### src/rtl/guarded_rom_pkg.sv
package guarded_rom_pkg;

    localparam int CNT_W = 2;

    typedef enum logic [1:0] {
        SP_ANY       = 2'b00,
        SP_PROG      = 2'b01,
        SP_SUPV      = 2'b10,
        SP_SUPV_PROG = 2'b11
    } space_e;

    localparam logic [1:0] FC_DATA = 2'b01;
    localparam logic [1:0] FC_PROG = 2'b10;

    // counter preload = total clocks - 2
    function automatic logic [CNT_W-1:0] wait_load(input logic [1:0] code);
        logic [CNT_W-1:0] r;
        case (code)
            2'b00:   r = 2'd1;
            2'b01:   r = 2'd2;
            2'b10:   r = 2'd3;
            default: r = 2'd0;
        endcase
        return r;
    endfunction

endpackage

### src/rtl/grb_space_check.sv
module grb_space_check
    import guarded_rom_pkg::*;
(
    input  logic       clk,
    input  logic       rst_n,
    input  logic [1:0] space,
    input  logic [2:0] fc,
    output logic       allow
);

    logic is_supv;
    logic is_data;
    logic is_prog;

    always_comb begin
        is_supv = fc[2];
        is_data = (fc[1:0] == FC_DATA);
        is_prog = (fc[1:0] == FC_PROG);
        case (space_e'(space))
            SP_ANY:       allow = is_data | is_prog;
            SP_PROG:      allow = is_prog;
            SP_SUPV:      allow = is_supv & (is_data | is_prog);
            default:      allow = is_supv & is_prog;
        endcase
    end

    AST_ALLOW_VALID_SPACE: assert property (@(posedge clk) disable iff (!rst_n)
        allow |-> (fc[1] ^ fc[0]));

    AST_STRICT_SUPV_PROG: assert property (@(posedge clk) disable iff (!rst_n)
        (allow && space == 2'b11) |-> (fc == 3'b110));

endmodule

### src/rtl/grb_wait_timer.sv
module grb_wait_timer
    import guarded_rom_pkg::*;
(
    input  logic             clk,
    input  logic             rst_n,
    input  logic             start,
    input  logic [CNT_W-1:0] load,
    output logic             busy,
    output logic             done
);

    typedef struct packed {
        logic             busy;
        logic [CNT_W-1:0] cnt;
    } tmr_t;

    tmr_t st_d, st_q;

    always_comb begin
        st_d = st_q;
        if (start) begin
            st_d.busy = 1'b1;
            st_d.cnt  = load;
        end else if (st_q.busy) begin
            if (st_q.cnt == '0) begin
                st_d.busy = 1'b0;
            end else begin
                st_d.cnt = st_q.cnt - 1'b1;
            end
        end
    end

    always_ff @(posedge clk or negedge rst_n) begin
        if (!rst_n) begin
            st_q <= '0;
        end else begin
            st_q <= st_d;
        end
    end

    assign busy = st_q.busy;
    assign done = st_q.busy && (st_q.cnt == '0);

    AST_ACK_SINGLE: assert property (@(posedge clk) disable iff (!rst_n)
        done |=> !done);

    AST_SHORTEST_WAIT: assert property (@(posedge clk) disable iff (!rst_n)
        (start && load == '0) |=> done);

    AST_LONG_WAIT_NOT_EARLY: assert property (@(posedge clk) disable iff (!rst_n)
        (start && load != '0) |=> !done);

endmodule

### src/rtl/grb_ctrl_regs.sv
module grb_ctrl_regs #(
    parameter int         DATA_W    = 16,
    parameter int         BASE_W    = 6,
    parameter logic [1:0] RST_WAIT  = 2'b00,
    parameter logic [1:0] RST_SPACE = 2'b00,
    parameter logic [BASE_W-1:0] RST_BASE = '0
) (
    input  logic              clk,
    input  logic              rst_n,
    input  logic              wr,
    input  logic              sel,
    input  logic [DATA_W-1:0] wd,
    output logic [1:0]        wait_code,
    output logic [1:0]        space,
    output logic              lock,
    output logic [BASE_W-1:0] base,
    output logic [DATA_W-1:0] rd
);

    localparam int LOCK_BIT = DATA_W - 1;

    typedef struct packed {
        logic [1:0]        wcode;
        logic [1:0]        space;
        logic              lock;
        logic [BASE_W-1:0] base;
    } regs_t;

    regs_t st_d, st_q;
    logic  unused_wd;

    assign unused_wd = ^wd;

    always_comb begin
        st_d = st_q;
        if (wr && !st_q.lock) begin
            if (!sel) begin
                st_d.wcode = wd[1:0];
                st_d.space = wd[3:2];
                st_d.lock  = wd[LOCK_BIT];
            end else begin
                st_d.base = wd[BASE_W-1:0];
            end
        end
    end

    always_ff @(posedge clk or negedge rst_n) begin
        if (!rst_n) begin
            st_q.wcode <= RST_WAIT;
            st_q.space <= RST_SPACE;
            st_q.lock  <= 1'b0;
            st_q.base  <= RST_BASE;
        end else begin
            st_q <= st_d;
        end
    end

    always_comb begin
        rd = '0;
        if (!sel) begin
            rd[1:0]      = st_q.wcode;
            rd[3:2]      = st_q.space;
            rd[LOCK_BIT] = st_q.lock;
        end else begin
            rd[BASE_W-1:0] = st_q.base;
        end
    end

    assign wait_code = st_q.wcode;
    assign space     = st_q.space;
    assign lock      = st_q.lock;
    assign base      = st_q.base;

    AST_LOCK_STICKY: assert property (@(posedge clk) disable iff (!rst_n)
        st_q.lock |=> st_q.lock);

    AST_LOCKED_FROZEN: assert property (@(posedge clk) disable iff (!rst_n)
        st_q.lock |=> ($stable(st_q.wcode) && $stable(st_q.space) && $stable(st_q.base)));

    AST_CHANGE_NEEDS_WRITE: assert property (@(posedge clk) disable iff (!rst_n)
        !wr |=> $stable(st_q));

endmodule

### src/rtl/guarded_rom_biu.sv
module guarded_rom_biu
    import guarded_rom_pkg::*;
#(
    parameter int ADDR_W = 24,
    parameter int ARR_AW = 18,
    parameter int DATA_W = 16,
    parameter logic [ADDR_W-1:0] REG_BASE      = 24'hFFF820,
    parameter logic [ADDR_W-1:0] RST_BASE_ADDR = 24'h100000,
    parameter logic [1:0]        RST_WAIT      = 2'b00,
    parameter logic [1:0]        RST_SPACE     = 2'b00
) (
    input  logic              clk,
    input  logic              rst_n,
    input  logic              cyc_start,
    input  logic [ADDR_W-1:0] addr,
    input  logic [2:0]        fc,
    input  logic              we,
    input  logic [DATA_W-1:0] wdata,
    output logic              ack,
    output logic [DATA_W-1:0] rdata,
    output logic [ARR_AW-1:0] arr_addr,
    input  logic [DATA_W-1:0] arr_rdata
);

    localparam int BASE_W = ADDR_W - ARR_AW;
    localparam logic [BASE_W-1:0] RST_BASE = RST_BASE_ADDR[ADDR_W-1:ARR_AW];

    typedef struct packed {
        logic              is_reg;
        logic              sel;
        logic              we;
        logic [DATA_W-1:0] wdata;
        logic [ARR_AW-1:0] aaddr;
    } cyc_t;

    cyc_t st_d, st_q;

    logic              reg_hit;
    logic              arr_hit;
    logic              allow;
    logic              accept;
    logic              tmr_busy;
    logic              tmr_done;
    logic              reg_wr;
    logic [1:0]        wait_code;
    logic [1:0]        space;
    logic              lock;
    logic [BASE_W-1:0] base;
    logic [DATA_W-1:0] reg_rd;
    logic [CNT_W-1:0]  load;
    logic              unused_lock;

    assign unused_lock = lock;

    grb_space_check u_space (
        .clk   (clk),
        .rst_n (rst_n),
        .space (space),
        .fc    (fc),
        .allow (allow)
    );

    always_comb begin
        reg_hit = (addr[ADDR_W-1:2] == REG_BASE[ADDR_W-1:2]);
        arr_hit = (addr[ADDR_W-1:ARR_AW] == base);
        if (reg_hit) begin
            accept = cyc_start && !tmr_busy && fc[2];
        end else begin
            accept = cyc_start && !tmr_busy && arr_hit && allow;
        end
        load = wait_load(wait_code);
    end

    always_comb begin
        st_d = st_q;
        if (accept) begin
            st_d.is_reg = reg_hit;
            st_d.sel    = addr[1];
            st_d.we     = we;
            st_d.wdata  = wdata;
            st_d.aaddr  = addr[ARR_AW-1:0];
        end
    end

    always_ff @(posedge clk or negedge rst_n) begin
        if (!rst_n) begin
            st_q <= '0;
        end else begin
            st_q <= st_d;
        end
    end

    grb_wait_timer u_timer (
        .clk   (clk),
        .rst_n (rst_n),
        .start (accept),
        .load  (load),
        .busy  (tmr_busy),
        .done  (tmr_done)
    );

    assign reg_wr = tmr_done && st_q.is_reg && st_q.we;

    grb_ctrl_regs #(
        .DATA_W    (DATA_W),
        .BASE_W    (BASE_W),
        .RST_WAIT  (RST_WAIT),
        .RST_SPACE (RST_SPACE),
        .RST_BASE  (RST_BASE)
    ) u_regs (
        .clk       (clk),
        .rst_n     (rst_n),
        .wr        (reg_wr),
        .sel       (st_q.sel),
        .wd        (st_q.wdata),
        .wait_code (wait_code),
        .space     (space),
        .lock      (lock),
        .base      (base),
        .rd        (reg_rd)
    );

    always_comb begin
        ack      = tmr_done;
        arr_addr = st_q.aaddr;
        rdata    = '0;
        if (tmr_done) begin
            rdata = st_q.is_reg ? reg_rd : arr_rdata;
        end
    end

    AST_MISS_IGNORED: assert property (@(posedge clk) disable iff (!rst_n)
        (cyc_start && !tmr_busy && !reg_hit && !arr_hit) |=> !tmr_busy);

    AST_DENIED_IGNORED: assert property (@(posedge clk) disable iff (!rst_n)
        (cyc_start && !tmr_busy && !reg_hit && !allow) |=> !tmr_busy);

    AST_USER_REG_DENIED: assert property (@(posedge clk) disable iff (!rst_n)
        (cyc_start && !tmr_busy && reg_hit && !fc[2]) |=> !tmr_busy);

    AST_NO_DATA_IDLE: assert property (@(posedge clk) disable iff (!rst_n)
        !ack |-> (rdata == '0));

endmodule

### config.mk
export PLATFORM = sky130hd
export DESIGN_NAME = guarded_rom_biu
export DESIGN_NICKNAME = d
export VERILOG_FILES = /design/src/rtl/guarded_rom_pkg.sv /design/src/rtl/grb_space_check.sv /design/src/rtl/grb_wait_timer.sv /design/src/rtl/grb_ctrl_regs.sv /design/src/rtl/guarded_rom_biu.sv
export SDC_FILE = /design/constraint.sdc
export NUM_CORES = 1
export LEC_CHECK = 0
export BUFFER_PORTS_ARGS = -buffer_cell sky130_fd_sc_hd__clkbuf_2
export CAP_MARGIN = 20
export CORE_MARGIN = 1
export CORE_UTILIZATION = 45
export DETAILED_ROUTE_END_ITERATION = 6
export PLACE_DENSITY = 0.88
export SLEW_MARGIN = 25
export SYNTH_ARGS = -nofsm -noshare
export SYNTH_HDL_FRONTEND = slang
export SYNTH_SLANG_ARGS = --single-unit
### constraint.sdc
create_clock -name clk -period 2.7 [get_ports clk]
set_clock_uncertainty 0.15 [all_clocks]
set_input_delay 0.135 -clock clk [delete_from_list [all_inputs] [get_ports clk]]
set_output_delay 0.135 -clock clk [all_outputs]
set_load 0.01 [all_outputs]
# --- Yosys cells after proc, flatten, opt, wreduce, memory -nomap -nowiden ---
# Cells that the tools add are included.
op_classes:
  addsub: 1
  multipliers: 0
  div: 0
  order_cmp: 0
  eq_ne: 9
  n_shift: 0
  n_mux: 12
  bitwise_logic: 4
  reduce_logical: 17
ops:
  columns: ["operator", "n"]
  rows:
  - ["$mux W16", 2]
  - ["$eq A22 B22 Y1 const B", 1]
  - ["$logic_and A1 B1 Y1", 8]
  - ["$eq A2 B1 Y1 const B", 3]
  - ["$eq A2 B2 Y1 const B", 3]
  - ["$eq A6 B6 Y1", 1]
  - ["$logic_not A2 Y1", 3]
  - ["$mux W3", 2]
  - ["$pmux W2 S3", 1]
  - ["$reduce_and A2 Y1", 3]
  - ["$mux W2", 2]
  - ["$mux W4", 1]
  - ["$mux W1", 3]
  - ["$pmux W1 S3", 1]
  - ["$and A1 B1 Y1", 2]
  - ["$logic_not A1 Y1", 2]
  - ["$ne A2 B2 Y1 const B", 1]
  - ["$reduce_bool A2 Y1", 1]
  - ["$sub A2 B1 Y2 const B", 1]
  - ["$not A1 Y1", 1]
  - ["$or A1 B1 Y1", 1]
totals:
  register_bits: 51
  latch_bits: 0
  ramBits: 0
  romBits: 0
  input_bits: 63
  out_inout_bits: 35
  elab_cells: 54
  mem_count: 0

# --- Depth between registers and ports, before layout ---
# Gate-level depths: netlist of the first run.
logic_depth:
  word_depth: 8
  ltp_mapped: 9
  depth_no_buf: 7

# --- By module ---
# A second synthesis of the first run with hierarchy kept.
unflattened:
  hier_cells: 226
  area_unflattened_um2: 2897.8
modules_own_cells:
  columns: ["module", "instances", "cells_each", "area_per_inst_um2", "seq_area_each_um2"]
  rows:
  - ["guarded_rom_biu", 1, 161, 2112.0, 900.9]
  - ["grb_ctrl_regs", 1, 43, 580.6, 276.5]
  - ["grb_wait_timer", 1, 16, 163.9, 75.1]
  - ["grb_space_check", 1, 6, 41.3, 0.0]

# --- Least setup slack after synthesis of the first run ---
# No wires, ideal clock.
synth_timing:
  kind: "register to register"
  startpoint: "reg u_regs.base[2] (netlist name)"
  endpoint: "reg st_q, in the netlist arr_addr[0]"
  setup_time_ps: 125
  arrival_ps: 1970
  required_time_ps: 2425
  path_slack_ps: 454
  path_stages_with_launch: 8
  n_path_buf: 2
  synth_period_minus_slack_ps: 2246
  cell_sequence: "dfstp_2 xnor2_1 nand2_1 or4_1 mux2i_1 buf_6 buf_6 mux2_4"
synth_via:
  elab_chain_cells: 4
synth_rtl:
  columns: ["element", "line", "source"]
  rows:
  - ["$eq A6 B6 Y1", "guarded_rom_biu.sv:65", "arr_hit = (addr[ADDR_W-1:ARR_AW] == base);"]
  - ["$logic_and A1 B1 Y1 (2 in a row)", "guarded_rom_biu.sv:69", "accept = cyc_start && !tmr_busy && arr_hit && allow;"]
  - ["$mux W1", "guarded_rom_biu.sv:66", "if (reg_hit) begin"]
  - ["to (signal assigned)", "guarded_rom_biu.sv:89", "st_q <= st_d;"]
  - ["to (decl)", "guarded_rom_biu.sv:36", "cyc_t st_d, st_q;"]
# No other way between the ends.
# A chain may end at the register's enable or synchronous reset.

# --- Worst setup path after layout of the first run ---
layout_timing:
  startpoint: "in addr[3]"
  endpoint: "reg st_q, in the netlist arr_addr[7]"
layout_via:
  elab_chain_cells: 2
layout_rtl:
  columns: ["element", "line", "source"]
  rows:
  - ["from (decl)", "guarded_rom_biu.sv:15", "input logic [ADDR_W-1:0] addr,"]
  - ["$eq A22 B22 Y1", "guarded_rom_biu.sv:64", "reg_hit = (addr[ADDR_W-1:2] == REG_BASE[ADDR_W-1:2]);"]
  - ["$mux W1", "guarded_rom_biu.sv:66", null]
# No other way between the ends.

==> run_results.csv, run 1 <==
group,metric,value,unit
pwr,clkPwrFrac,36.7,%
global_routing,antenna_found_initial,0,
layout,register_area,1030,um^2
placed_design,place.gp.congestion,0.820,
detailed_routing,drt-pass1-iter-count,4,
critical_path,slowest_delay,0.59,ns
layout,diodes,0,
layout,syn2layout_area_growth,40.7,%
clocking,htreeDepth,2,
clocking,cts_root_buf,"clkbuf_8",
die,die_h,71.5,um
pwr,power.leakage,0.00159,uW
sta,finalMaxSlewViolations,0,
sta,tns,0,ns
pwr,p_sw,304,uW
global_routing,gr-total-overflow,0,
die,die_w,71.5,um
min_path,hold_class,"in -> reg",
global_routing,grt_pass1_wl,7690,um
synth,syn_inst,185,
die,fp-row-count,24,
critical_path,worstPathRequired,2.73,ns
placed_design,placed_cells,304,
detailed_routing,viasPerCell,5.05,
critical_path,crit_arrival,2.67,ns
placed_design,io_buffers,88,
sta,fin_crit_sh,97.7,%
die,dieArea,5120,um^2
die,core,4500,um^2
pwr,pwr-share-seq,49.2,%
synth,yosys_warnings,0,
sta,fmax,379,MHz
global_routing,grt_use_total,19.9,%
sta,period_needed,2.64,ns
sta,rsz0062_at_grt,"false",
pwr,power.total,1370,uW
critical_path,crit_path_end_kind,"flip-flop",
critical_path,cpMaxStageDelayCell,"dlygate4sd3_1",
layout,fin_cells,343,
pwr,powerDensity,448,nW/um^2
clocking,cts.sinks,41,
clocking,clkTransAtPathRegs,0.08,ns
synth,syn-num-nets,252,
layout,n_fill_cell,321,
die,start_util,48.3,%
pwr,share_comb_of_total_power,14.1,%
sta,setup_viol_count_final,0,
placed_design,hpwl,3450,um
sta,hold_viol_final,0,
global_routing,grt_pass1_vias,1647,
synth,syn-cell-area,2180,um^2
detailed_routing,drt-initial-drc-count,66,
pwr,peakVddDrop,0.000253,V
layout,finalNetCount,357,
global_routing,grt_max_degree,42,
detailed_routing,drcViolationCount,0,
clocking,clockBufferDepth,2,
critical_path,path_max_fanout,5,
synth,synth_cell_type_count,32,
flow_run,drv.max_cap_violation_count,0,
sta,worstMarginPinSlew,0.911,ns
die,ios,98,
clocking,insertion_delay,0.29,ns
detailed_routing,wl,5070,um
detailed_routing,drtAntennaViolNets,0,
pwr,swShare,22.2,%
synth,synth-seq-area-share,47.2,%
synth,synth-seq-cells,41,
critical_path,crit_type,"in -> reg",
detailed_routing,wire_per_inst,14.8,um
outcome,outcome,"complete, no violations",
clocking,numCtsBuffers,5,
layout,drive_gt1_share,48.8,%
pwr,intPower,1070,uW
clocking,cts_tree,"yes",
layout,multi_input_area,970,um^2
synth,synth_area_per_cell,11.8,um^2
critical_path,crit_path_start_kind,"primary input",
detailed_routing,dr_total_vias,1732,
critical_path,path_cells,"dlygate4sd3_1, or4b_4, nor4_4, and4_4, mux2i_4, buf_12, clkbuf_16, mux2_2",
sta,relSlewSlack,39.3,%
[flip-flops by register name (all words and copies together), names as in the netlist]
signal,count
arr_addr,18
st_q,9
u_regs.base,6
u_regs.space,2
u_regs.wait_code,2
u_timer.st_q,2
u_regs.lock,1
u_timer.busy,1
[cell families (layout without fill, tap and decap cells)]
logic type               count (synthesis)  in the layout  share of synthesized area [%]
AND/OR/NAND/NOR                         46             46                           12.5
flip-flops                              41             41                           47.2
multiplexers                            40             40                           21.7
buffers and inverters                   32            138                           9.37
AO/OA/AOI/OAI                           15             15                           4.08
XOR/XNOR                                 7              7                           2.82
adder cells (fa/ha/maj)                  4              4                           2.30
[placed cells by master, fill, tap and decap left out, drive strengths merged, types with 6 or more instances in the layout]
| master | n |
|---|---|
| and2 | 9 |
| buf | 9 |
| clkbuf | 93 |
| dfrtp | 40 |
| nand2 | 8 |
| mux2i | 6 |
| mux2 | 34 |
| nor2 | 9 |
| inv | 7 |
| dlygate4sd3 | 26 |
| xnor2 | 7 |
[worst paths after layout]
path / start / end / slack, ns / depth (start not counted)
max in group asynchronous: rst_n / st_q[33] / 1.46 / 2
min: addr[4] / arr_addr[4] / 0.07 / 2
max reg2reg: u_timer.busy / arr_addr[7] / 0.29 / 7
min in group asynchronous: rst_n / arr_addr[9] / 0.36 / 2
min reg2reg: st_q[33] / u_regs.lock / 0.34 / 1
max: addr[3] / arr_addr[7] / 0.06 / 8
[critical path, delay by kind of cell]
kind	cells	cell delay [ns]
and+or+nand+nor	3	1.07
buffers and inverters	3	0.88
muxes	2	0.57
[metal layers]
layer	track usage [%]	share of wire, %
met2	34.5	50
met3	5.20	4.7
met5	0	0
met1	24.6	44
met4	6.10	0.83
[stage by stage]
stage	worst slack [ns]	utilization [%]	hold WS, ns	cell area (um^2)
after detailed placement	0.300	56.8	0.193	2560
final	0.0629	68.0	0.0722	3060
after CTS	0.0516	65.6	0.139	2960
after floorplan	0.454	-	-0.311	2180
after global placement	0.323	56.8	0.189	2560
after global routing	0.00939	68.0	0.0726	3060
[Yosys cell counts]
master	n	share of area, %
nor4_1	2	0.57
mux2i_1	6	2.8
nand4_1	3	0.86
inv_1	7	1.2
a21oi_1	4	0.92
a211oi_1	4	1.4
a21o_1	1	0.35
buf_4	18	6.2
or4b_1	1	0.46
a31oi_1	1	0.29
dfrtp_1	40	46
buf_6	2	1.0
nor4b_2	1	0.69
dfstp_2	1	1.2
buf_2	1	0.23
ha_1	4	2.3
nand4b_1	1	0.40
clkbuf_1	4	0.69
nand2_1	8	1.4
or4_1	1	0.35
nand2b_1	5	1.4
nor4_2	1	0.57
mux2_2	26	13
nand3b_1	1	0.35
o21ai_0	5	1.1
mux2_4	8	5.5
xnor2_1	7	2.8
and4_4	1	0.52
nand3_1	2	0.46
and2_1	9	2.6
nor2_1	9	1.6
nor2b_1	1	0.29
[repair_timing]
action / 4_1_cts / 5_1_grt
endpoints found under the hold margin: 67 / 0
endpoints found under the setup margin: 0 / 24
resized for setup: 0 / 6
hold buffers: 28 / 0
setup buffers: 0 / 3
[power by group through the flow]
stage	registers (uW)	logic, uW	clock network (uW)
floorplan	676	112	0
global placement	684	157	0
detailed placement	686	161	0
CTS	674	194	512
global route	679	214	544
finish	675	194	503
[cell type report]
| class | count | share of cell area (%) |
|---|---|---|
| multi-input combinational | 112 | 31.7 |
| tap | 52 | 2.13 |
| inverter | 7 | 0.858 |
| sequential | 41 | 33.6 |
| clock buffer | 7 | 2.82 |
| timing repair buffer | 123 | 28.0 |
| clock inverter | 1 | 0.981 |
Power figures use the tool's default switching activity.
==> run 2, diff against run 1 <==
CTS_BUF_LIST = sky130_fd_sc_hd__clkbuf_8   (was default)
==> run_results.csv, run 2 (same netlist as run 1, synthesis figures left out) <==
group,metric,value,unit
global_routing,use_met1,24.6,%
die,dieArea,5120,um^2
critical_path,crit_path_start_kind,"primary input",
die,die_h,71.5,um
global_routing,met3_usage,5.20,%
critical_path,crit_path_end_kind,"flip-flop",
detailed_routing,drtAntennaViolNets,0,
global_routing,antenna_found_initial,0,
clocking,cts_root_buf,"clkbuf_8",
global_routing,busiest_layer,"met2",
clocking,numCtsBuffers,5,
critical_path,crit_type,"in -> reg",
pwr,intPower,1060,uW
die,ios,98,
pwr,powerDensity,450,nW/um^2
critical_path,crit_arrival,2.67,ns
critical_path,worstPathRequired,2.73,ns
global_routing,gr-total-overflow,0,
clocking,insertion_delay,0.30,ns
clocking,htreeDepth,2,
layout,final_common_cell,"clkbuf_2",
sta,tns,0,ns
clocking,cts.sinks,41,
sta,period_needed,2.63,ns
detailed_routing,dr_total_vias,1707,
sta,fmax,380,MHz
global_routing,grt_use_total,19.9,%
pwr,share_comb_of_total_power,14.2,%
global_routing,grt_max_degree,42,
pwr,power.leakage,0.00158,uW
layout,layout_common_cells,"clkbuf_2, dfrtp_1, dlygate4sd3_1, mux2_2",
placed_design,place.gp.congestion,0.820,
min_path,hold_class,"in -> reg",
pwr,peakVddDrop,0.000253,V
clocking,clockBufferDepth,2,
sta,relSlewSlack,39.4,%
layout,syn2layout_area_growth,40.6,%
die,core,4500,um^2
die,fp-row-count,24,
clocking,clkTransAtPathRegs,0.08,ns
sta,fin_ws,0.0658,ns
sta,worstMarginPinSlew,0.909,ns
critical_path,path_max_fanout,5,
global_routing,grt_util_met2,34.5,%
detailed_routing,viasPerCell,4.98,
sta,hold_viol_final,0,
sta,fin_crit_sh,97.6,%
sta,finalMaxSlewViolations,0,
pwr,swShare,22.7,%
detailed_routing,wl,5070,um
detailed_routing,drcViolationCount,0,
placed_design,dp_slack,0.300,ns
layout,largest_reg_flops,18,
outcome,outcome,"complete, no violations",
clocking,cts_tree,"yes",
global_routing,grt_pass1_wl,7690,um
sta,setup_viol_count_final,0,
layout,diodes,0,
sta,rsz0062_at_grt,"false",
placed_design,io_buffers,88,
placed_design,hpwl,3450,um
pwr,clkPwrFrac,36.8,%
global_routing,grt_pass1_vias,1647,
layout,drive_gt1_share,48.8,%
pwr,p_sw,313,uW
detailed_routing,wire_per_inst,14.8,um
detailed_routing,drt-pass1-iter-count,4,
pwr,pwr-share-seq,49.0,%
die,start_util,48.3,%
layout,finalNetCount,357,
die,die_w,71.5,um
flow_run,drv.max_cap_violation_count,0,
detailed_routing,drt-initial-drc-count,49,
==> run 2: cell types whose count changed in the layout (fill, tap and decap cells not counted) <==
cell,previous run,this run
inv_1,7,8
clkbuf_1,1,0
dlymetal6s4s_1,2,1
dlygate4sd3_1,26,27
==> run 2: metrics by stage <==
stage | util [%] | hold slack, ns | std cells | area, um^2 | power (uW)
3_3_place_gp | 56.8 | 0.189 | 304 | 2560 | 841
6_report | 67.9 | 0.0626 | 343 | 3060 | 1380
5_1_grt | 67.9 | 0.0726 | 343 | 3060 | 1430
2_1_floorplan | - | -0.311 | 185 | 2180 | 788
3_5_place_dp | 56.8 | 0.193 | 304 | 2560 | 847
4_1_cts | 65.6 | 0.139 | 340 | 2960 | 1380
==> run 2: worst paths after layout <==
kind / startpoint / end / slack (ns) / depth (start not counted)
max: addr[2] / arr_addr[7] / 0.07 / 8
min reg2reg: st_q[33] / u_regs.lock / 0.34 / 1
max in group asynchronous: rst_n / u_timer.st_q[1] / 1.46 / 2
min in group asynchronous: rst_n / arr_addr[9] / 0.36 / 2
min: addr[4] / arr_addr[4] / 0.06 / 2
max reg2reg: u_timer.busy / arr_addr[7] / 0.31 / 7
==> run 2: metal layers <==
| layer | up-vias | routed length, um | share of wire (%) |
|---|---|---|---|
| li1 | 823 | - | - |
| met1 | 811 | 2200 | 43 |
| met2 | 62 | 2530 | 50 |
| met3 | 11 | 269 | 5.3 |
| met4 | 0 | 80 | 1.6 |
| met5 | - | 0 | 0 |
==> run 2: layout make-up <==
| type | count | area, um^2 |
|---|---|---|
| multi-input combinational | 112 | 970 |
| clock buffer | 6 | 82.6 |
| tap | 52 | 65.1 |
| timing repair buffer | 123 | 855 |
| fill | 321 | 1450 |
| sequential | 41 | 1030 |
| clock inverter | 2 | 33.8 |
| inverter | 7 | 26.3 |
==> run 2: power by group through the flow <==
stage	sequential (uW)	combinational (uW)	clock [uW]
final	675	195	507
after CTS	674	194	509
after global placement	684	157	0
after detailed placement	686	161	0
after global routing	679	214	541
after floorplan	676	112	0
==> run 2: worst max-delay path: stages <==
cell and delay, ns:
dlygate4sd3_1 0.57, or4b_4 0.56, nor4_4 0.27, and4_4 0.27
mux2i_4 0.25, buf_12 0.15, clkbuf_16 0.14, mux2_2 0.32
==> run 2: repair_timing <==
action | 4_1_cts | 5_1_grt
resized for setup | 0 | 5
endpoints found under the hold margin | 67 | 0
setup endpoints to repair | 0 | 24
hold buffers | 28 | 0
setup buffers | 0 | 3
